File: src/rtl/cal_pkg.sv
package cal_pkg;

    localparam int unsigned FIELD_W    = 8;
    localparam int unsigned NUM_FIELDS = 7;

    // field indices, equal to the write-select codes
    localparam int unsigned I_SEC  = 0;
    localparam int unsigned I_MIN  = 1;
    localparam int unsigned I_HOUR = 2;
    localparam int unsigned I_WDAY = 3;
    localparam int unsigned I_MDAY = 4;
    localparam int unsigned I_MON  = 5;
    localparam int unsigned I_YEAR = 6;

    typedef logic [FIELD_W-1:0] field_t;

    typedef enum logic [2:0] {
        SEL_SEC  = 3'd0,
        SEL_MIN  = 3'd1,
        SEL_HOUR = 3'd2,
        SEL_WDAY = 3'd3,
        SEL_MDAY = 3'd4,
        SEL_MON  = 3'd5,
        SEL_YEAR = 3'd6,
        SEL_NONE = 3'd7
    } cal_sel_e;

    typedef struct packed {
        field_t year;
        field_t mon;
        field_t mday;
        field_t wday;
        field_t hour;
        field_t min;
        field_t sec;
    } cal_time_t;

    // raw field -> plain count, according to the data mode
    function automatic field_t cal_decode(input field_t raw, input logic bin);
        field_t tens_part;
        if (bin) begin
            return raw;
        end
        tens_part = {4'd0, raw[7:4]} * 8'd10;
        return tens_part + {4'd0, raw[3:0]};
    endfunction

    // plain count (below 100) -> raw field, according to the data mode
    function automatic field_t cal_encode(input field_t val, input logic bin);
        field_t tens;
        field_t units;
        tens  = val / 8'd10;
        units = val % 8'd10;
        if (bin) begin
            return val;
        end
        return {tens[3:0], units[3:0]};
    endfunction

endpackage

File: src/rtl/cal_field_step.sv
// One counting field: advances by one when enabled, wraps to LOW after
// reaching the limit and reports a carry for the next field.
module cal_field_step
    import cal_pkg::*;
#(
    parameter int unsigned LOW = 0
) (
    input  field_t cur_i,
    input  logic   bin_i,
    input  logic   en_i,
    input  field_t limit_i,
    output field_t nxt_o,
    output logic   carry_o
);

    localparam field_t LOW_VAL = field_t'(LOW);

    field_t dec;
    logic   at_top;

    always_comb begin
        dec     = cal_decode(cur_i, bin_i);
        at_top  = (dec >= limit_i);
        carry_o = en_i && at_top;
        if (!en_i) begin
            nxt_o = cur_i;
        end else if (at_top) begin
            nxt_o = cal_encode(LOW_VAL, bin_i);
        end else begin
            nxt_o = cal_encode(dec + 8'd1, bin_i);
        end
    end

endmodule

File: src/rtl/cal_month_len.sv
// Number of days in the current month of the 1950..2049 window.
module cal_month_len
    import cal_pkg::*;
(
    input  field_t mon_i,
    input  field_t year_i,
    input  logic   bin_i,
    output field_t days_o
);

    field_t mon_dec;
    field_t year_dec;
    logic   leap;

    always_comb begin
        mon_dec  = cal_decode(mon_i, bin_i);
        year_dec = cal_decode(year_i, bin_i);
        // 1900 and 2000 are both multiples of four, so the two digits decide
        leap     = (year_dec[1:0] == 2'd0);
        case (mon_dec)
            8'd2:                      days_o = leap ? 8'd29 : 8'd28;
            8'd4, 8'd6, 8'd9, 8'd11:   days_o = 8'd30;
            default:                   days_o = 8'd31;
        endcase
    end

endmodule

File: src/rtl/cal_time_counter.sv
module cal_time_counter
    import cal_pkg::*;
#(
    parameter field_t RST_SEC  = 8'h00,
    parameter field_t RST_MIN  = 8'h00,
    parameter field_t RST_HOUR = 8'h00,
    parameter field_t RST_WDAY = 8'h07,
    parameter field_t RST_MDAY = 8'h01,
    parameter field_t RST_MON  = 8'h01,
    parameter field_t RST_YEAR = 8'h00
) (
    input  logic               clk,
    input  logic               rst_n,
    input  logic               tick_i,
    input  logic               freeze_i,
    input  logic               bin_mode_i,
    input  logic               wr_en_i,
    input  logic [2:0]         wr_sel_i,
    input  logic [FIELD_W-1:0] wr_data_i,
    output logic [FIELD_W-1:0] sec_o,
    output logic [FIELD_W-1:0] min_o,
    output logic [FIELD_W-1:0] hour_o,
    output logic [FIELD_W-1:0] wday_o,
    output logic [FIELD_W-1:0] mday_o,
    output logic [FIELD_W-1:0] mon_o,
    output logic [FIELD_W-1:0] year_o
);

    // fields whose count starts at one (weekday, day, month)
    localparam logic [NUM_FIELDS-1:0] ONE_BASED = 7'b0111000;
    localparam field_t LIM_SEC  = 8'd59;
    localparam field_t LIM_MIN  = 8'd59;
    localparam field_t LIM_HOUR = 8'd23;
    localparam field_t LIM_WDAY = 8'd7;
    localparam field_t LIM_MON  = 8'd12;
    localparam field_t LIM_YEAR = 8'd99;

    localparam cal_time_t RST_TIME = '{
        year: RST_YEAR, mon: RST_MON, mday: RST_MDAY, wday: RST_WDAY,
        hour: RST_HOUR, min: RST_MIN, sec: RST_SEC
    };

    cal_time_t state_q;
    cal_time_t state_d;

    field_t cur [NUM_FIELDS];
    field_t nxt [NUM_FIELDS];
    field_t lim [NUM_FIELDS];
    logic [NUM_FIELDS-1:0] en;
    logic [NUM_FIELDS-1:0] cy;
    field_t month_days;
    logic   adv;

    // a write in the same cycle discards the tick
    assign adv = tick_i && !freeze_i && !wr_en_i;

    // carry chain: day and weekday both follow the hour carry
    assign en[I_SEC]  = adv;
    assign en[I_MIN]  = cy[I_SEC];
    assign en[I_HOUR] = cy[I_MIN];
    assign en[I_WDAY] = cy[I_HOUR];
    assign en[I_MDAY] = cy[I_HOUR];
    assign en[I_MON]  = cy[I_MDAY];
    assign en[I_YEAR] = cy[I_MON];

    always_comb begin
        cur[I_SEC]  = state_q.sec;
        cur[I_MIN]  = state_q.min;
        cur[I_HOUR] = state_q.hour;
        cur[I_WDAY] = state_q.wday;
        cur[I_MDAY] = state_q.mday;
        cur[I_MON]  = state_q.mon;
        cur[I_YEAR] = state_q.year;
    end

    always_comb begin
        lim[I_SEC]  = LIM_SEC;
        lim[I_MIN]  = LIM_MIN;
        lim[I_HOUR] = LIM_HOUR;
        lim[I_WDAY] = LIM_WDAY;
        lim[I_MDAY] = month_days;
        lim[I_MON]  = LIM_MON;
        lim[I_YEAR] = LIM_YEAR;
    end

    cal_month_len u_mlen (
        .mon_i  (state_q.mon),
        .year_i (state_q.year),
        .bin_i  (bin_mode_i),
        .days_o (month_days)
    );

    for (genvar gi = 0; gi < NUM_FIELDS; gi++) begin : g_field
        cal_field_step #(
            .LOW (ONE_BASED[gi] ? 1 : 0)
        ) u_step (
            .cur_i   (cur[gi]),
            .bin_i   (bin_mode_i),
            .en_i    (en[gi]),
            .limit_i (lim[gi]),
            .nxt_o   (nxt[gi]),
            .carry_o (cy[gi])
        );
    end

    always_comb begin
        state_d      = state_q;
        state_d.sec  = nxt[I_SEC];
        state_d.min  = nxt[I_MIN];
        state_d.hour = nxt[I_HOUR];
        state_d.wday = nxt[I_WDAY];
        state_d.mday = nxt[I_MDAY];
        state_d.mon  = nxt[I_MON];
        state_d.year = nxt[I_YEAR];
        if (wr_en_i) begin
            case (cal_sel_e'(wr_sel_i))
                SEL_SEC:  state_d.sec  = wr_data_i;
                SEL_MIN:  state_d.min  = wr_data_i;
                SEL_HOUR: state_d.hour = wr_data_i;
                SEL_WDAY: state_d.wday = wr_data_i;
                SEL_MDAY: state_d.mday = wr_data_i;
                SEL_MON:  state_d.mon  = wr_data_i;
                SEL_YEAR: state_d.year = wr_data_i;
                default:  ;
            endcase
        end
    end

    always_ff @(posedge clk or negedge rst_n) begin
        if (!rst_n) begin
            state_q <= RST_TIME;
        end else begin
            state_q <= state_d;
        end
    end

    assign sec_o  = state_q.sec;
    assign min_o  = state_q.min;
    assign hour_o = state_q.hour;
    assign wday_o = state_q.wday;
    assign mday_o = state_q.mday;
    assign mon_o  = state_q.mon;
    assign year_o = state_q.year;

endmodule

File: config.mk
export PLATFORM = sky130hd
export DESIGN_NAME = cal_time_counter
export DESIGN_NICKNAME = d
export VERILOG_FILES = /design/src/rtl/cal_pkg.sv /design/src/rtl/cal_field_step.sv /design/src/rtl/cal_month_len.sv /design/src/rtl/cal_time_counter.sv
export SDC_FILE = /design/constraint.sdc
export NUM_CORES = 1
export LEC_CHECK = 0
export BUFFER_PORTS_ARGS = -buffer_cell sky130_fd_sc_hd__buf_2
export CAP_MARGIN = 20
export CORE_UTILIZATION = 60
export CTS_CLUSTER_DIAMETER = 40
export CTS_CLUSTER_SIZE = 12
export DETAILED_ROUTE_END_ITERATION = 8
export PLACE_DENSITY = 0.79
export SYNTH_ARGS = -nofsm -noshare
export SYNTH_HDL_FRONTEND = slang
export SYNTH_SLANG_ARGS = --single-unit
File: constraint.sdc
create_clock -name clk -period 7.9 [get_ports clk]
set_clock_uncertainty 0.15 [all_clocks]
set_input_delay 0 -clock clk [delete_from_list [all_inputs] [get_ports clk]]
set_output_delay 0 -clock clk [all_outputs]
set_load 0.01 [all_outputs]
==> results of run 1 <==
placed cells by master (no fill, tap or decap), drive strengths merged, types with 35 or more instances in the layout:
| master | Yosys | layout |
|---|---|---|
| xnor2 | 54 | 54 |
| xor2 | 35 | 35 |
| a21oi | 121 | 121 |
| nand2 | 152 | 152 |
| nor3 | 70 | 70 |
| nor2 | 157 | 157 |
| buf | 27 | 83 |
| ha | 82 | 82 |
| nand3 | 55 | 55 |
| dfrtp | 51 | 51 |
| o21ai | 112 | 112 |
| inv | 45 | 46 |
cell families after synthesis:
family,after synthesis
AOI/OAI and AO/OA,561
xor gates and xnor gates,89
adders and majority gates,100
buffers and inverters,119
DFF,56
muxes,39
and+or+nand+nor,639
per-stage QoR:
| step | hold slack [ns] | setup WS, ns | utilization (%) |
|---|---|---|---|
| after floorplan | -0.446 | 2.03 | - |
| after global placement | 0.0298 | 1.67 | 62.9 |
| after detailed placement | 0.0449 | 1.47 | 62.9 |
| after CTS | 0.0260 | 1.46 | 64.1 |
| after global routing | 0.0851 | 1.03 | 64.1 |
| final | 0.0409 | 1.36 | 64.1 |
path summary, 6_finish.rpt:
path | start | end | slack (ns) | cells past startpoint
setup / recovery | wday_o[5]$_DFF_PN0_ | wday_o[2]$_DFF_PN1_ | 1.36 | 20
hold / removal | wr_sel_i[1] | min_o[7]$_DFF_PN0_ | 0.04 | 4
setup reg to reg | wday_o[5]$_DFF_PN0_ | wday_o[2]$_DFF_PN1_ | 1.36 | 20
hold reg to reg | wday_o[1]$_DFF_PN1_ | wday_o[1]$_DFF_PN1_ | 0.48 | 2
max in group asynchronous | rst_n | year_o[1]$_DFF_PN0_ | 6.84 | 3
min in group asynchronous | rst_n | mon_o[3]$_DFF_PN0_ | 0.24 | 3
area by class of cell:
cell class	instances	area share, %
Timing Repair Buffer	92	4.31
Inverter	45	1.36
Tap cell	265	2.67
Sequential cell	56	11.3
Clock buffer	5	1.01
Clock inverter	3	0.171
Multi-Input combinational cell	1428	79.2
per-layer routing:
layer  vias to the layer above  global-route usage (%)  wire length (um)
met5                         -                       0                 0
met3                        32                    3.23              2150
met2                       465                    53.6             15400
met1                      6033                    44.9             15000
li1                       6161                       -                 -
met4                         0                    6.79               473
state kept, by name, summed over array words and instances, names as in the netlist:
| register | cells |
|---|---|
| hour_o | 8 |
| mday_o | 8 |
| min_o | 8 |
| mon_o | 8 |
| sec_o | 8 |
| wday_o | 8 |
| year_o | 8 |
critical path, delay by kind of cell (launching register included):
kind                     cells  cell delay (ns)
AND/OR/NAND/NOR              8             1.63
adder cells (fa/ha/maj)      3             1.24
multiplexers                 1             0.11
flip-flops                   1             0.47
AO/OA/AOI/OAI                8             2.84
timing repair:
action	CTS	global route
buffers inserted	0	0
endpoints found under the hold margin	97	0
hold buffers	9	0
gates resized for setup	0	0
==> impl.org, run 1 <==
** Outcome
- The run finished with clean final reports.

** Timing
- After layout, the worst path uses approximately 83% of the clock period.
- Highest achievable clock rate :: 153 MHz
- TNS Setup :: 0 ns
- Headroom to the max-slew limit came out at a little over a third.
- Final min period :: 6.54 ns
- Setup violations remaining at the end of the flow were counted as 0.
- Measured slew at the worst slew-check pin :: a little under 1 ns
- The final max-slew violation count was 0.
- Setup repair after global routing left no endpoint under its margin.
- Number of failing hold endpoints at the final stage :: 0

** Critical path
- The worst setup path is captured at a register.
- The slowest stage of the critical path belongs to the cell a2bb2oi_1.
- Cell-by-cell trace of the critical path :: ha_1 > and2_1 > fa_1 > or3_1 > a31oi_1 > and3_1 > nor2_1 > nand2b_1 > ha_1 > mux2i_1 > o21a_1 > a21oi_1 > a2bb2oi_1 > o32a_1 > o41a_1 > nor3_2 > a22oi_1 > o211a_1 > nor3_1 > or3_1
- Crit path DAT :: 6.62 ns
- Along the worst path, the maximum fanout reaches 11.
- STA puts the critical path data required time at between 7 and 8 ns.
- The worst setup path is of the reg2reg kind.
- Startpoint Class :: register
- Longest individual stage delay on the worst path :: approximately 0.7 ns

** Global route
- Number of global-route vias before repair :: ~11000
- The initial antenna violation count came to 0.
- Global-route wire length before repair :: around 55000 um
- The total overflow left after global routing is 0.
- Entering global routing, the biggest net connects between 70 and 80 pins.
- Global-route usage over all layers :: between 30 and 40%

** Clock tree
- Clock Latency Late Sink :: around 0.30 ns
- The tree is rooted in a clkbuf_16.
- The clock tree synthesis step divided the H-tree into 2 levels.
- CTS saw 56 sinks.
- TritonCTS built the clock tree.
- Reg clk slew, reported paths :: 0.08 ns
- In this run, CTS created clock tree buffers numbering 5.
- Buffer levels on the longest clock path :: 2

** Synthesis
- Top cells by instance count after synthesis :: 155 x nor2_1, 152 x nand2_1, 117 x a21oi_1, 101 x o21ai_0, 82 x ha_1
- Synthesized cell area :: 11800 um^2
- After technology mapping, the gate count stands at 1603.
- The synthesized netlist devotes about 11% of its cell area to adder and majority cells.
- The Yosys step of the flow raised 0 warnings.
- Syn_area_per_cell :: about 7.4 um^2
- The number of nets handed over by synthesis was around 1700.
- Multiplexer share of the synthesized area :: approximately 3.5%
- Number of enable flip-flop cells after synthesis :: 0
- Of all cell types, the one taking the most synthesized area is dfrtp_1.
- Area share of xor/xnor cells in the synthesized design :: 6.64%
- Most common cell in the synthesized netlist :: nor2_1
- Flip-flop and latch count after synthesis :: 56
- Number of library cell types mapped by synthesis :: around 130
- Fraction of the mapped netlist area in compound gates :: 34.3%
- Cell types with the largest area share after synthesis :: dfrtp_1 11%, ha_1 8.7%, a21oi_1 4.9%
- Basic-gate share of the synthesized area counting and, or, nand and nor cells :: 27.6%
- For this run, the leading register cell type out of synthesis is dfrtp_1.
- After synthesis, the largest family of logic cells by area is compound AO/OA/AOI/OAI gates.
- In the synthesized netlist the async set-or-reset flop fraction comes to between 90% and 100%.
- Sequential-to-total area share from yosys stat :: a little under an eighth
- The top cell type by area accounts for 10.8% of the synthesized area.

** Floorplan
- DIE HEIGHT :: around 140 um
- Initial core utilization :: 61.1%
- 73 I/O pins were placed.
- The floorplan has 51 rows.
- Die ar. :: about 20000 um^2
- After floorplanning, the core was sized to cover approximately 19000 um^2.
- Die width :: about 140 um

** Final layout
- Summing all non-filler instances in the final layout gives an area of 12400 um^2.
- Area of the multi-input gates :: approximately 9800 um^2
- The layout has about 1800 filler cells.
- Final net count :: 1738
- In the final layout, flip-flops and latches occupy approximately 1400 um^2.
- Number of standard cells in the layout, taps in and fillers out :: around 1900
- The area growth from synthesis to layout is 4.97%.
- Fraction of final layout cells with drive strength greater than 1 :: between 10% and 20%
- The repair_antennas step left the layout with diodes totalling 0.

** Place
- Port buffering added slightly above 70 buffers.
- Area of placed instances :: 12200 um^2
- The congestion estimate from routability-driven global placement came to approximately 0.91.
- Once placement completed, the tool counted placed cells totaling approximately 1900.
- Once detailed placement completed, the half-perimeter wirelength came to 24700 um.

** Route
- Detailed-route wire length per cell :: 17.4 um
- Summing over every cut layer, the via total after detailed routing is about 13000.
- The first routing iteration left 1130 violations.
- Overall routed net length :: between 30000 and 40000 um
- After detailed routing, the number of vias per cell comes to between 6 and 7.
- Antenna violation net count after detailed routing :: 0
- Post-route DRC violation count :: 0
- For this run, the detailed router's first-pass iteration total came to 6.

** Flow run
- Reported max-cap violation count :: 0

** Min path
- Worst min path class :: in2reg
Power of run 1 is left out: the tool's default activity adds up to more than one toggle a clock period on the data nets, which glitch-free logic cannot reach.
==> run 2: changes to the inputs <==
Settings changed: CORE_UTILIZATION 60 to 58, PLACE_DENSITY 0.79 to 0.8.
Clock period 7.9 ns to 5.45 ns, I/O delays scaled along.
==> impl.org, run 2 (synthesis gave the netlist of run 1 again) <==
** Critical path
- Required time of the critical path :: 5.47 ns
- R2R Setup Slk :: -0.08 ns
- STA classifies the critical path endpoint as a register.
- Of all nets on the critical path, the largest fanout is 6.
- Startpoint Class :: register
- Data on the critical path arrives at its endpoint at between 5 and 6 ns.
- Start-to-end type of the worst setup path :: reg2reg

** Route
- Using the TritonRoute via totals, the vias-per-cell ratio works out to about 6.7.
- Detailed routing inserted a total of around 14000 vias.
- Detailed-route wire length per cell :: between 15 and 20 um
- Overall routed net length :: 39000 um
- The detailed router finished its first iteration with 1353 violations.
- The first detailed-routing pass ran for 7 iterations.
- After detailed routing, the number of remaining DRC violations is 0.
- Antenna violation net count after detailed routing :: 0

** Final layout
- Number of filler instances in the final layout :: between 1000 and 1500
- Summing all flip-flop and latch instances after layout gives ~1400 um^2.
- Commonest cells after routing, fill and taps aside :: 196 x buf_4, 149 x nor2_1, 146 x nand2_1
- After the last flow step, the layout net total stands at a little under 2000.
- Number of standard cells in the layout, taps in and fillers out :: roughly 2100
- The multi-input combinational cells in the finished layout cover a total of 10800 um^2.
- Relative to the synthesized area, the layout overhead comes to 25.7%.
- Fraction of final layout cells with drive strength greater than 1 :: between 20 and 30%
- Cell area after layout :: approximately 15000 um^2
- Most common cell after layout, fill and taps aside :: buf_4

** Global route
- Entering global routing, the biggest net connects 57 pins.
- The number of global-route vias before repair came to 12400.
- The first global-routing pass estimated slightly below 60000 um of wire.
- Global-route usage over all layers :: 32.3%
- Overall overflow remaining after global route :: 0
- The initial antenna violation count was 1.

** Timing
- Post-route setup slack :: -0.0791 ns
- Setup violations remaining at the end of the flow were counted as 2.
- Final min period :: around 5.5 ns
- RSZ-0062 raised after global routing :: yes
- For the pin with the worst max-slew slack, the measured transition is a little over 0.9 ns.
- Highest achievable clock rate :: approximately 180 MHz
- Max-slew headroom at the worst pin :: 38.7%
- The tightest hold path in the finished design has a slack of ~0.048 ns.
- Slew Limit Fails :: 0
- Post-route fraction of the period consumed by the critical path :: 101%
- The number of hold violations in the final report is 0.

** Clock tree
- Clock Latency Late Sink :: 0.30 ns
- TritonCTS clock tree :: yes
- Total clock buffers created by CTS :: 5
- Level count of the clock H-tree :: 2
- The tree is rooted in a clkbuf_16.
- Counting along the longest clock path gives a buffer depth of 2.
- Number of clock sinks :: 56
- After clock tree synthesis, the clock-pin slew on the worst setup and hold paths is approximately 0.08 ns.

** Floorplan
- From left edge to right edge, the die measures between 100 and 150 um.
- The floorplan has 51 rows.
- From bottom edge to top edge, the die measures between 100 and 150 um.
- Core region area :: between 15000 and 20000 um^2
- Number of I/O pins :: 73
- The floorplan step defined a die boundary enclosing 21000 um^2.
- Initial core utilization :: around three fifths

** Outcome
- Result of the run :: complete, but fails checks
- Violated checks :: negative setup slack

** Place
- Dpl cells :: 2020
- Final Wtd Congestion :: between 0.9 and 1
- Area of placed instances :: approximately 13000 um^2
- Detail Placement HPWL :: approximately 27000 um
- Prior to clock tree synthesis, the placed netlist has a worst setup slack of -0.101 ns.
- The count of buffers added on input and output ports is ~70.

** Min path
- The min-delay analysis places its worst path in the category in2reg.

** Flow run
- Across the run, the number of max-cap violations was 0.
[run 2: cell count changes in the layout (fill, tap and decap cells not counted), moves of 7 or more]
| cell | change |
|---|---|
| buf_4 | +184 |
| ha_1 | -20 |
| ha_4 | +12 |
| a21oi_1 | -11 |
| o21ai_0 | -9 |
| a21oi_2 | +8 |
| dfrtp_1 | -8 |
| dfrtp_2 | +8 |
| ha_2 | +8 |
| nor3_1 | -8 |
| xor2_1 | -8 |
| nor3_2 | +7 |
| xor2_2 | +7 |
[run 2: through the flow]
stage,TNS [ns],util (%)
after floorplan,0,-
final,-0.121,75.6
after global placement,0,67.7
after global routing,-1.74,75.5
after detailed placement,-0.270,67.7
after CTS,-0.0865,69.0
[run 2: worst paths after layout]
path,startpoint,to,cells past startpoint
setup / recovery,wday_o[7]$_DFF_PN0_,wday_o[3]$_DFF_PN0_,23
hold / removal,wr_sel_i[1],min_o[7]$_DFF_PN0_,4
setup reg to reg,wday_o[7]$_DFF_PN0_,wday_o[3]$_DFF_PN0_,23
hold reg to reg,wday_o[1]$_DFF_PN1_,wday_o[1]$_DFF_PN1_,2
max in group asynchronous,rst_n,sec_o[6]$_DFF_PN0_,3
min in group asynchronous,rst_n,mday_o[3]$_DFF_PN0_,3
[run 2: worst max-delay path: stages (launching register included)]
cell	delay (ns)
dfrtp_1	0.41
ha_4	0.25
and2_4	0.16
fa_2	0.55
buf_6	0.12
nand2_4	0.04
or4_4	0.53
and3_4	0.19
nor2_4	0.08
nand2b_4	0.13
ha_4	0.14
a31oi_1	0.04
o211ai_1	0.30
o221a_2	0.29
nand3_2	0.10
nor3b_4	0.17
o32a_1	0.28
o41a_1	0.47
nor3_2	0.36
a21oi_2	0.08
o211a_4	0.26
buf_6	0.11
nand3_1	0.07
a41oi_1	0.10
[run 2: metal layers]
| layer | GRT usage (%) | vias up | share of wire, % |
|---|---|---|---|
| li1 | - | 6536 | - |
| met1 | 42.3 | 6645 | 40 |
| met2 | 54.6 | 715 | 49 |
| met3 | 3.14 | 148 | 7.5 |
| met4 | 11.9 | 0 | 3.4 |
| met5 | 0 | - | 0 |
[run 2: timing repair]
item                                    CTS  global route
hold endpoints to repair                 95             0
pin swaps                                 2            99
hold buffers                              9             0
setup buffers                             1            48
resized for setup                         6           195
endpoints found under the setup margin    9            35
[run 2: area by class of cell]
cell class | count | area share (%)
multi-input combinational | 1428 | 72.5
timing repair buffer | 284 | 13.6
clock inverter | 2 | 0.0924
inverter | 45 | 1.13
tap | 265 | 2.23
antenna | 2 | 0.0336
clock buffer | 6 | 0.865
sequential | 56 | 9.51
Power of run 2 is left out for the same reason.
